**src/rtl/mbc_pkg.sv**
```systemverilog
package mbc_pkg;
    localparam int ADDR_W = 20;
    localparam int DATA_W = 16;
    localparam int ST_W   = 3;
    localparam int PAD_W  = ADDR_W - DATA_W;

    typedef enum logic [2:0] {
        PH_IDLE,
        PH_T1,
        PH_T2,
        PH_T3,
        PH_TW,
        PH_T4,
        PH_HOLD
    } phase_e;

    typedef enum logic [ST_W-1:0] {
        CODE_READ    = 3'b101,
        CODE_WRITE   = 3'b110,
        CODE_PASSIVE = 3'b111
    } code_e;

    typedef struct packed {
        logic              write;
        logic [ADDR_W-1:0] addr;
        logic [DATA_W-1:0] wdata;
    } xfer_t;

    // strobe window: T2 through the last wait state
    function automatic logic is_strobe(phase_e p);
        return (p == PH_T2) || (p == PH_T3) || (p == PH_TW);
    endfunction

    // data window: T2 through T4
    function automatic logic is_data(phase_e p);
        return is_strobe(p) || (p == PH_T4);
    endfunction

    // any state that belongs to a bus cycle
    function automatic logic is_cycle(phase_e p);
        return (p == PH_T1) || is_data(p);
    endfunction
endpackage

```
**src/rtl/mbc_seq.sv**
```systemverilog
module mbc_seq
    import mbc_pkg::*;
(
    input  logic   clk,
    input  logic   rst,
    input  logic   req_valid,
    input  logic   rdy,
    input  logic   hold,
    output phase_e phase,
    output logic   start,
    output logic   ready_hit
);
    phase_e nxt;

    assign start     = (phase == PH_IDLE) && !hold && req_valid;
    assign ready_hit = ((phase == PH_T3) || (phase == PH_TW)) && rdy;

    always_comb begin
        nxt = phase;
        unique case (phase)
            PH_IDLE: begin
                if (hold)           nxt = PH_HOLD;
                else if (req_valid) nxt = PH_T1;
            end
            PH_T1:   nxt = PH_T2;
            PH_T2:   nxt = PH_T3;
            PH_T3,
            PH_TW:   nxt = rdy ? PH_T4 : PH_TW;
            PH_T4:   nxt = PH_IDLE;
            PH_HOLD: if (!hold) nxt = PH_IDLE;
            default: nxt = PH_IDLE;
        endcase
    end

    always_ff @(posedge clk) begin
        if (rst) phase <= PH_IDLE;
        else     phase <= nxt;
    end
endmodule

```
**src/rtl/mbc_latch.sv**
```systemverilog
module mbc_latch
    import mbc_pkg::*;
(
    input  logic              clk,
    input  logic              rst,
    input  logic              start,
    input  logic              ready_hit,
    input  logic              req_write,
    input  logic [ADDR_W-1:0] req_addr,
    input  logic [DATA_W-1:0] req_wdata,
    input  logic [DATA_W-1:0] ad_in,
    output xfer_t             cur,
    output logic [DATA_W-1:0] rdata
);
    always_ff @(posedge clk) begin
        if (rst) begin
            cur   <= '0;
            rdata <= '0;
        end else begin
            if (start) begin
                cur.write <= req_write;
                cur.addr  <= req_addr;
                cur.wdata <= req_wdata;
            end
            if (ready_hit && !cur.write)
                rdata <= ad_in;
        end
    end
endmodule

```
**src/rtl/mbc_drive.sv**
```systemverilog
module mbc_drive
    import mbc_pkg::*;
(
    input  phase_e            phase,
    input  xfer_t             cur,
    output logic [ADDR_W-1:0] ad_out,
    output logic              ad_oe,
    output logic              ale,
    output logic              rd_n,
    output logic              wr_n,
    output logic [ST_W-1:0]   status,
    output logic              dtr,
    output logic              den_n,
    output logic              ctl_oe,
    output logic              hlda,
    output logic              accept
);
    code_e code;

    always_comb begin
        ale    = (phase == PH_T1);
        rd_n   = !(is_strobe(phase) && !cur.write);
        wr_n   = !(is_strobe(phase) &&  cur.write);
        den_n  = !is_data(phase);
        dtr    = !(is_cycle(phase) && !cur.write);
        hlda   = (phase == PH_HOLD);
        ctl_oe = (phase != PH_HOLD);
        accept = (phase == PH_T4);

        ad_oe  = (phase == PH_T1) || (is_data(phase) && cur.write);
        ad_out = cur.addr;
        if (is_data(phase) && cur.write)
            ad_out = {{PAD_W{1'b0}}, cur.wdata};

        code = CODE_PASSIVE;
        if ((phase == PH_T1) || is_strobe(phase))
            code = cur.write ? CODE_WRITE : CODE_READ;
        status = code;
    end
endmodule

```
**src/rtl/mux_bus_ctrl.sv**
```systemverilog
module mux_bus_ctrl
    import mbc_pkg::*;
(
    input  logic              clk,
    input  logic              rst,
    input  logic              req_valid,
    input  logic              req_write,
    input  logic [ADDR_W-1:0] req_addr,
    input  logic [DATA_W-1:0] req_wdata,
    output logic              req_accept,
    output logic [DATA_W-1:0] rsp_rdata,
    output logic [ADDR_W-1:0] ad_out,
    output logic              ad_oe,
    input  logic [DATA_W-1:0] ad_in,
    output logic              ale,
    output logic              rd_n,
    output logic              wr_n,
    output logic [ST_W-1:0]   status,
    output logic              dtr,
    output logic              den_n,
    output logic              ctl_oe,
    input  logic              rdy,
    input  logic              hold,
    output logic              hlda
);
    phase_e phase;
    logic   start;
    logic   ready_hit;
    xfer_t  cur;

    mbc_seq u_seq (
        .clk       (clk),
        .rst       (rst),
        .req_valid (req_valid),
        .rdy       (rdy),
        .hold      (hold),
        .phase     (phase),
        .start     (start),
        .ready_hit (ready_hit)
    );

    mbc_latch u_latch (
        .clk       (clk),
        .rst       (rst),
        .start     (start),
        .ready_hit (ready_hit),
        .req_write (req_write),
        .req_addr  (req_addr),
        .req_wdata (req_wdata),
        .ad_in     (ad_in),
        .cur       (cur),
        .rdata     (rsp_rdata)
    );

    mbc_drive u_drive (
        .phase  (phase),
        .cur    (cur),
        .ad_out (ad_out),
        .ad_oe  (ad_oe),
        .ale    (ale),
        .rd_n   (rd_n),
        .wr_n   (wr_n),
        .status (status),
        .dtr    (dtr),
        .den_n  (den_n),
        .ctl_oe (ctl_oe),
        .hlda   (hlda),
        .accept (req_accept)
    );
endmodule

```
**config.mk**
```make
export PLATFORM = sky130hd
export DESIGN_NAME = mux_bus_ctrl
export DESIGN_NICKNAME = d
export VERILOG_FILES = /design/src/rtl/mbc_pkg.sv /design/src/rtl/mbc_seq.sv /design/src/rtl/mbc_latch.sv /design/src/rtl/mbc_drive.sv /design/src/rtl/mux_bus_ctrl.sv
export SDC_FILE = /design/constraint.sdc
export NUM_CORES = 1
export LEC_CHECK = 0
export CORE_UTILIZATION = 41
export CTS_BUF_LIST = sky130_fd_sc_hd__clkbuf_16
export CTS_CLUSTER_DIAMETER = 40
export DETAILED_ROUTE_END_ITERATION = 7
export PLACE_DENSITY = 0.79
export SYNTH_ARGS = -nofsm -noshare
export SYNTH_HDL_FRONTEND = slang
export SYNTH_SLANG_ARGS = --single-unit
export TNS_END_PERCENT = 1
```
**constraint.sdc**
```tcl
create_clock -name clk -period 1.84 [get_ports clk]
set_input_delay 0.46 -clock clk [delete_from_list [all_inputs] [get_ports clk]]
set_output_delay 0.46 -clock clk [all_outputs]
set_load 0.005 [all_outputs]
```
# Yosys cells after proc, flatten, opt, wreduce, memory -nomap -nowiden

Index checks and enable logic that the tools add are counted.

Latch bits: 0
Memories: 0
Bits in read-only memories: 0
Word-level logic and storage cells: 46
Memory bits (writable): 0
Register bits: 56
Output and inout port bits: 48
Input port bits: 58

Div/mod/pow operators: 0
Eq/ne operators: 9
$mul: 0
Reduce and logical (&&, ||, !) cells: 24
Order comparisons: 0
Shifts and indexed selects: 0
Mux-type cells: 8
$add $sub $neg: 0
Bitwise operators: 0

Operators by type and width:

| cell                 | number |
|---|---|
| $mux W20             | 1 |
| $pmux W3 S5          | 1 |
| $mux W3              | 4 |
| $eq A3 B3 Y1 const B | 3 |
| $logic_and A1 B1 Y1  | 8 |
| $logic_or A1 B1 Y1   | 7 |
| $eq A3 B2 Y1 const B | 2 |
| $logic_not A1 Y1     | 6 |
| $ne A3 B3 Y1 const B | 2 |
| $eq A3 B1 Y1 const B | 1 |
| $logic_not A3 Y1     | 1 |
| $mux W2              | 1 |
| $ne A2 B2 Y1 const B | 1 |
| $reduce_and A2 Y1    | 1 |
| $reduce_or A2 Y1     | 1 |
| $mux W1              | 1 |

# Depth between registers and ports, before layout

Gate-level depths: netlist (run 1).

Depth after elaboration: 7
Depth in mapped cells: 7
Mapped depth without buffers: 4

# Cells and area by module

A second synthesis (run 1) with hierarchy kept.

Cells, all modules: 262
Area total of the unflattened synthesis: 2696.3 um^2

By module, submodules not included:

| module    | times used | sequential area each (um^2) | cells an instance | area each (um^2) |
|---|---|---|---|---|
| mbc_latch | 1          | 1061.0                      | 190               | 2109.5 |
| mbc_drive | 1          | 0.0                         | 42                | 369.1 |
| mbc_seq   | 1          | 60.1                        | 30                | 217.7 |

# Worst setup path after synthesis (run 1)

Ideal clock, no wire load.

Path kind: register -> output
Start: register u_seq.phase[2]
End: output port ad_out[10]
Required time: 1.380 ns
Buffers on the path: 2
Slack: -0.003 ns
Arrival time: 1.383 ns
Stages on the path, launching flop included: 6
Cells stage by stage: dfxtp_1 -> buf_2 -> xnor2_1 -> nand2b_1 -> buf_2 -> mux2_2

Longest elaborated chain between the ends: 6
Elaborated cells between the ends (all ways): 9
Classes of those cells: 4 x eq/ne; 1 x mux; 4 x reduce/logical

RTL lines:

| item                            | RTL line           | text |
|---|---|---|
| start, declared                 | mbc_seq.sv:9       | `output phase_e phase,` |
| start signal, assigned          | mbc_seq.sv:37      | `else phase <= nxt;` |
| $eq A3 B2 Y1                    | mbc_pkg.sv:31      | `return (p == PH_T2) \|\| (p == PH_T3) \|\| (p == PH_TW);` |
| $logic_or A1 B1 Y1 (2 in a row) | mbc_pkg.sv:31      |  |
| $logic_or A1 B1 Y1 *            | mbc_pkg.sv:36      | `return is_strobe(p) \|\| (p == PH_T4);` |
| $logic_and A1 B1 Y1 *           | mbc_drive.sv:32    | `if (is_data(phase) && cur.write)` |
| $mux W20 *                      | mbc_drive.sv:32    |  |
| end, declared                   | mux_bus_ctrl.sv:12 | `output logic [ADDR_W-1:0] ad_out,` |

Every way passes the cells marked *; elsewhere a longest branch is shown, timed or not.

# Worst setup path in the final report (run 1)

Ends and elaborated chain as after synthesis.

==> flow_metrics.env, run 1 <==
export IMPL_placed_cell_area_um2=3550
export IMPL_hp_class="flip-flop to flip-flop"
export IMPL_first_pass_iters=5
export IMPL_area_delta_synth_final_pct=64.4
export IMPL_reg2reg_depth=7
export IMPL_rrSetupSlack_ns=0.05
export IMPL_cp_start_kind="flip-flop"
export IMPL_maxSlewViolCount=0
export IMPL_top_layer="met4"
export IMPL_worstSetupPathType="flip-flop to output port"
export IMPL_num_rows=27
export IMPL_cts_hold_buf=0
export IMPL_setup_violations=24
export IMPL_grt_pass1_vias=2456
export IMPL_chipHeight_um=77.9
export IMPL_start_util_pct=42.7
export IMPL_cts_buffer_depth=2
export IMPL_met2_length_um=3260
export IMPL_coreArea_um2=5540
export IMPL_vdd_ir_drop_max_mv=0.501
export IMPL_nNetsFinal=476
export IMPL_min_period_ns=2.12
export IMPL_wl_met3_um=497
export IMPL_cts_buffers_inserted=5
export IMPL_dp_hpwl_um=4460
export IMPL_cts_tree="built"
export IMPL_p_leak_nw=1.56
export IMPL_synth_area_um2=2360
export IMPL_timing_hold_violations_final=0
export IMPL_cts_clk_slew_worst_paths_ns=0.06
export IMPL_utilization_pct=70.1
export IMPL_grt_pass1_wl_um=10800
export IMPL_clockRootBuffer="clkbuf_16"
export IMPL_chipWidth_um=77.9
export IMPL_fmax_mhz=472
export IMPL_finalSetupTns_ns=-4.05
export IMPL_grt_usage_pct=22.7
export IMPL_num_antenna_cells=0
export IMPL_htreeDepth=2
export IMPL_regToRegEndpoint="u_latch.rdata[15]$_SDFFE_PP0P_"
export IMPL_crit_arrival_ns=1.66
export IMPL_ant_nets=0
export IMPL_finalWirelength_um=6620
export IMPL_violations="negative setup slack"
export IMPL_maxCapViolCount=0
export IMPL_finalCritPeriodShare_pct=115
export IMPL_viasPerCell=4.95
export IMPL_grt_max_degree=28
export IMPL_dr_first_iter_drc_count=70
export IMPL_min_to="u_latch.rdata[3]$_SDFFE_PP0P_"
export IMPL_wl_per_cell_um=13.5
export IMPL_ys_seq_elements=56
export IMPL_fin_skew_ns=0.00396
export IMPL_yosys_warnings=0
export IMPL_powerDensity_nw_per_um2=795
export IMPL_worstHoldStart="u_latch.rdata[3]$_SDFFE_PP0P_"
export IMPL_reg2reg_from="u_seq.phase[2]$_SDFFE_PP0P_"
export IMPL_clock_latency_ns=0.29
export IMPL_die_area_um2=6070
export IMPL_vias=2426
export IMPL_ios=106
export IMPL_antenna_found_initial=0
export IMPL_globalRouteOverflowTotal=0
export IMPL_pre_cts_ws_ns=-0.258
export IMPL_drive_gt1_share_pct=25.1
export IMPL_io_buffer_count=104
export IMPL_clock_sinks=56
export IMPL_fin_ws_ns=-0.279
export IMPL_remaining_drc_errors=0
export IMPL_status="finished with violations"
export IMPL_rsz0062_at_grt="true"
export IMPL_drt_met1_wl_um=2740
export IMPL_timing_critical_path_to_type="output port"
export IMPL_holdPathStages=2
export IMPL_critPathMaxFanout=5
export IMPL_synthCells=296
export IMPL_fin_area_um2=3880
export IMPL_gp_congestion=0.799
export IMPL_synth_nets=354
export IMPL_syn_area_per_cell_um2=7.98
export IMPL_synth_cell_types=31
export IMPL_cp_required_ns=1.38
export IMPL_seq_area_frac_synth_pct=47.4
[Yosys cell counts, drive strengths merged]
library cell	count	share of area, %
o21ai	1	0.21
mux2	16	7.6
clkbuf	11	1.7
a211o	1	0.37
nor3	2	0.42
o22ai	1	0.26
o21a	1	0.32
a2111oi	1	0.37
and2	5	1.3
and3	2	0.53
a211oi	1	0.85
conb	1	0.16
nand2b	4	1.1
a21oi	57	12
nor2	1	0.16
o21bai	1	0.32
dfxtp	56	47
or3	1	0.26
nor2b	2	0.53
nand3b	1	0.48
inv	4	0.64
xnor2	2	0.74
o31ai	1	0.32
nand2	109	17
nor4	2	0.79
buf	11	3.2
or3b	1	0.48
[flip-flops by register name, indices dropped and copies added (netlist names)]
register / count
u_latch.cur: 37
u_latch.rdata: 16
u_seq.phase: 3
[logic make-up (layout without fill, tap and decap cells)]
family,Yosys count,in the layout,synth area share (%)
AO/OA/AOI/OAI,65,65,15.1
other,1,1,0.159
flip-flops,56,56,47.4
XOR/XNOR,2,2,0.741
buffers and inverters,26,148,5.61
AND/OR/NAND/NOR,130,130,23.3
multiplexers,16,16,7.62
[layout by cell type, fill, tap and decap left out, types with 2 or more instances in the layout]
| master | instances |
|---|---|
| xnor2_2 | 2 |
| buf_4 | 22 |
| clkbuf_16 | 5 |
| nor3_1 | 2 |
| and2_1 | 3 |
| clkdlybuf4s50_1 | 72 |
| nor2b_1 | 2 |
| dfxtp_1 | 53 |
| nand2_1 | 109 |
| nand2b_1 | 3 |
| a21oi_1 | 55 |
| buf_12 | 3 |
| inv_1 | 4 |
| mux2_4 | 13 |
| a21oi_2 | 2 |
| and2_4 | 2 |
| dfxtp_2 | 2 |
| clkbuf_2 | 10 |
| buf_2 | 7 |
| buf_6 | 19 |
| mux2_2 | 2 |
[layout make-up]
class                      count  area, µm²
timing repair buffer         137       1290
multi-input combinational    214       1230
fill                         436       1660
inverter                       4       15.0
tap                           72       90.1
sequential                    56       1130
clock buffer                   5        125
clock inverter                 2       8.76
[how the worst max path moves through the flow]
stage,startpoint,slack [ns],cells past startpoint,end
after global placement,u_seq.phase[2]$_SDFFE_PP0P_,-0.22,5,ad_out[0]
after floorplan,u_seq.phase[2]$_SDFFE_PP0P_,0.02,5,ad_out[11]
after detailed placement,u_seq.phase[2]$_SDFFE_PP0P_,-0.26,5,ad_out[11]
after global routing,u_seq.phase[2]$_SDFFE_PP0P_,-0.32,6,ad_out[10]
after CTS,u_seq.phase[1]$_SDFFE_PP0P_,-0.27,6,ad_out[7]
final,u_seq.phase[2]$_SDFFE_PP0P_,-0.28,6,ad_out[10]
[stage by stage]
stage / hold WS [ns] / power (mW) / cells
2_1_floorplan: 0.432 / 1.70 / 296
3_3_place_gp: 0.438 / 2.10 / 470
3_5_place_dp: 0.444 / 2.12 / 470
4_1_cts: 0.453 / 3.08 / 490
5_1_grt: 0.481 / 3.24 / 490
6_report: 0.453 / 3.09 / 490
[repair_timing]
item,4_1_cts,5_1_grt
pin swaps,5,3
resized for setup,126,35
gates cloned,2,0
setup buffers,11,3
setup endpoints to repair,37,46
[power by group]
group	leakage (nW)	switching, mW	internal [mW]
Sequential	0.456	0.0507	1.30
Clock	0.0709	0.400	0.490
Combinational	1.04	0.350	0.500
Total	1.56	0.801	2.29
[layer usage]
metal  track usage (%)  vias up
met1              25.3     1119
met2              40.0       84
met5                 0        -
li1                  -     1210
met3              7.18       13
met4              8.70        0
[critical path, cell delays in order, from the launching register on]
cell      delay, ns
dfxtp_4        0.35
xnor2_2        0.18
nand2b_4       0.20
buf_8          0.14
buf_6          0.10
mux2_4         0.29
buf_6          0.11
Note: power is estimated with default switching activity, not from simulation.
==> run 2, diff against run 1 <==
CTS_CLUSTER_SIZE = 14   (was not set)
MAX_ROUTING_LAYER = met4   (was not set)
SLEW_MARGIN = 5   (was not set)
==> run 2 against run 1 <==
  * The run still ends with negative setup slack left
  * Combinational power is essentially flat
  * Non-clock buffer count is the same
  * Power about the same
  * Maximum frequency about the same
  * Worst setup slack about the same
  * Routed wire length about the same
  * Critical path type unchanged
  * Critical endpoint unchanged
  * Largest cell class unchanged
  * Highest routed layer unchanged
==> flow_metrics.env, run 2 (synthesized netlist as in run 1, its figures left out) <==
export IMPL_status="finished with violations"
export IMPL_violations="negative setup slack"
export IMPL_cp_start_kind="flip-flop"
export IMPL_vdd_ir_drop_max_mv=0.502
export IMPL_busiest_layer="met2"
export IMPL_finalCritPeriodShare_pct=115
export IMPL_globalRouteOverflowTotal=0
export IMPL_clock_latency_ns=0.29
export IMPL_hp_class="flip-flop to flip-flop"
export IMPL_timing_critical_path_to_type="output port"
export IMPL_io_buffer_count=104
export IMPL_dr_first_iter_drc_count=71
export IMPL_fin_ws_ns=-0.279
export IMPL_wl_per_cell_um=13.5
export IMPL_powerDensity_nw_per_um2=795
export IMPL_min_period_ns=2.12
export IMPL_fin_skew_ns=0.00423
export IMPL_largest_reg_flops=37
export IMPL_remaining_drc_errors=0
export IMPL_globalRouteMet1Util_pct=26.2
export IMPL_viasPerCell=4.93
export IMPL_num_rows=27
export IMPL_cp_required_ns=1.38
export IMPL_cts_buffers_inserted=5
export IMPL_ant_nets=0
export IMPL_final_cell_mix="nand2_1 (109), clkdlybuf4s50_1 (72), a21oi_1 (55)"
export IMPL_grt_usage_pct=23.3
export IMPL_clock_sinks=56
export IMPL_grt_pass1_vias=2457
export IMPL_reg_top3="u_latch.cur: 37 flops, u_latch.rdata: 16 flops, u_seq.phase: 3 flops"
export IMPL_first_pass_iters=4
export IMPL_chipWidth_um=77.9
export IMPL_grt_max_degree=28
export IMPL_pre_cts_ws_ns=-0.258
export IMPL_cts_clk_slew_worst_paths_ns=0.06
export IMPL_drive_gt1_share_pct=25.1
export IMPL_start_util_pct=42.7
export IMPL_critPathMaxFanout=5
export IMPL_finalWirelength_um=6620
export IMPL_timing_hold_violations_final=0
export IMPL_worstSetupPathType="flip-flop to output port"
export IMPL_nNetsFinal=476
export IMPL_gp_congestion=0.811
export IMPL_grtUsageMet2_pct=39.9
export IMPL_cts_hold_buf=0
export IMPL_regMostFlops="u_latch.cur"
export IMPL_dp_cells=470
export IMPL_chipHeight_um=77.9
export IMPL_finalNonFillerCells=490
export IMPL_antenna_found_initial=0
export IMPL_coreArea_um2=5540
export IMPL_htreeDepth=2
export IMPL_p_leak_nw=1.56
export IMPL_fmax_mhz=472
export IMPL_fin_area_um2=3880
export IMPL_area_delta_synth_final_pct=64.4
export IMPL_die_area_um2=6070
export IMPL_vias=2414
export IMPL_ios=106
export IMPL_dp_hpwl_um=4460
export IMPL_placed_cell_area_um2=3550
export IMPL_rsz0062_at_grt="true"
export IMPL_setup_violations=24
export IMPL_layout_commonest_cell="nand2_1"
export IMPL_maxCapViolCount=0
export IMPL_cts_buffer_depth=2
export IMPL_grt_pass1_wl_um=10800
export IMPL_crit_arrival_ns=1.66
export IMPL_num_antenna_cells=0
export IMPL_cts_tree="built"
export IMPL_grt_use_met3_pct=5.88
export IMPL_maxSlewViolCount=0
export IMPL_clockRootBuffer="clkbuf_16"
-- run 2: cell counts in the layout (fill, tap and decap cells not counted) --
No cell type changed its count.
-- run 2: path summary, 6_finish.rpt --
kind,from,to,slack (ns),depth (start not counted)
worst max-delay path,u_seq.phase[2]$_SDFFE_PP0P_,ad_out[10],-0.28,6
worst min-delay path,u_latch.rdata[3]$_SDFFE_PP0P_,u_latch.rdata[3]$_SDFFE_PP0P_,0.45,2
worst max register to register,u_seq.phase[2]$_SDFFE_PP0P_,u_latch.rdata[15]$_SDFFE_PP0P_,0.05,7
worst min register to register,u_latch.rdata[3]$_SDFFE_PP0P_,u_latch.rdata[3]$_SDFFE_PP0P_,0.45,2
-- run 2: per-stage QoR --
| stage | total power, mW | hold slack (ns) | utilization (%) | setup TNS, ns |
|---|---|---|---|---|
| detailed placement | 2.12 | 0.444 | 64.0 | -4.57 |
| floorplan | 1.70 | 0.432 | - | 0 |
| CTS | 3.08 | 0.453 | 70.5 | -5.00 |
| finish | 3.09 | 0.452 | 70.1 | -4.06 |
| global route | 3.24 | 0.481 | 70.1 | -5.45 |
| global placement | 2.10 | 0.438 | 64.0 | -3.70 |
-- run 2: final cells by class --
cell class,count,area [µm²]
multi-input combinational,214,1230
clock buffer,5,125
tap,72,90.1
sequential,56,1130
clock inverter,2,8.76
inverter,4,15.0
timing repair buffer,137,1290
fill,436,1660
-- run 2: power by group --
part / internal, mW / switching, mW / total, mW
Sequential: 1.30 / 0.0508 / 1.35
Clock: 0.490 / 0.400 / 0.890
Combinational: 0.500 / 0.350 / 0.851
Total: 2.29 / 0.801 / 3.09
-- run 2: layer usage --
metal / wire length (µm) / vias to the layer above / part of all wire, %
met5: 0 / - / 0
met4: 108 / 0 / 1.6
met3: 446 / 11 / 6.7
met2: 3270 / 80 / 49
met1: 2790 / 1112 / 42
li1: - / 1211 / -
-- run 2: what timing repair did --
action,4_1_cts,5_1_grt
endpoints found under the setup margin,37,46
buffers inserted,11,3
resized for setup,126,35
gates cloned,2,0
pin swaps,5,3
-- run 2: worst max-delay path: stages (launching register included) --
cell      delay (ns)
dfxtp_4         0.35
xnor2_2         0.18
nand2b_4        0.20
buf_8           0.14
buf_6           0.09
mux2_4          0.29
buf_6           0.11
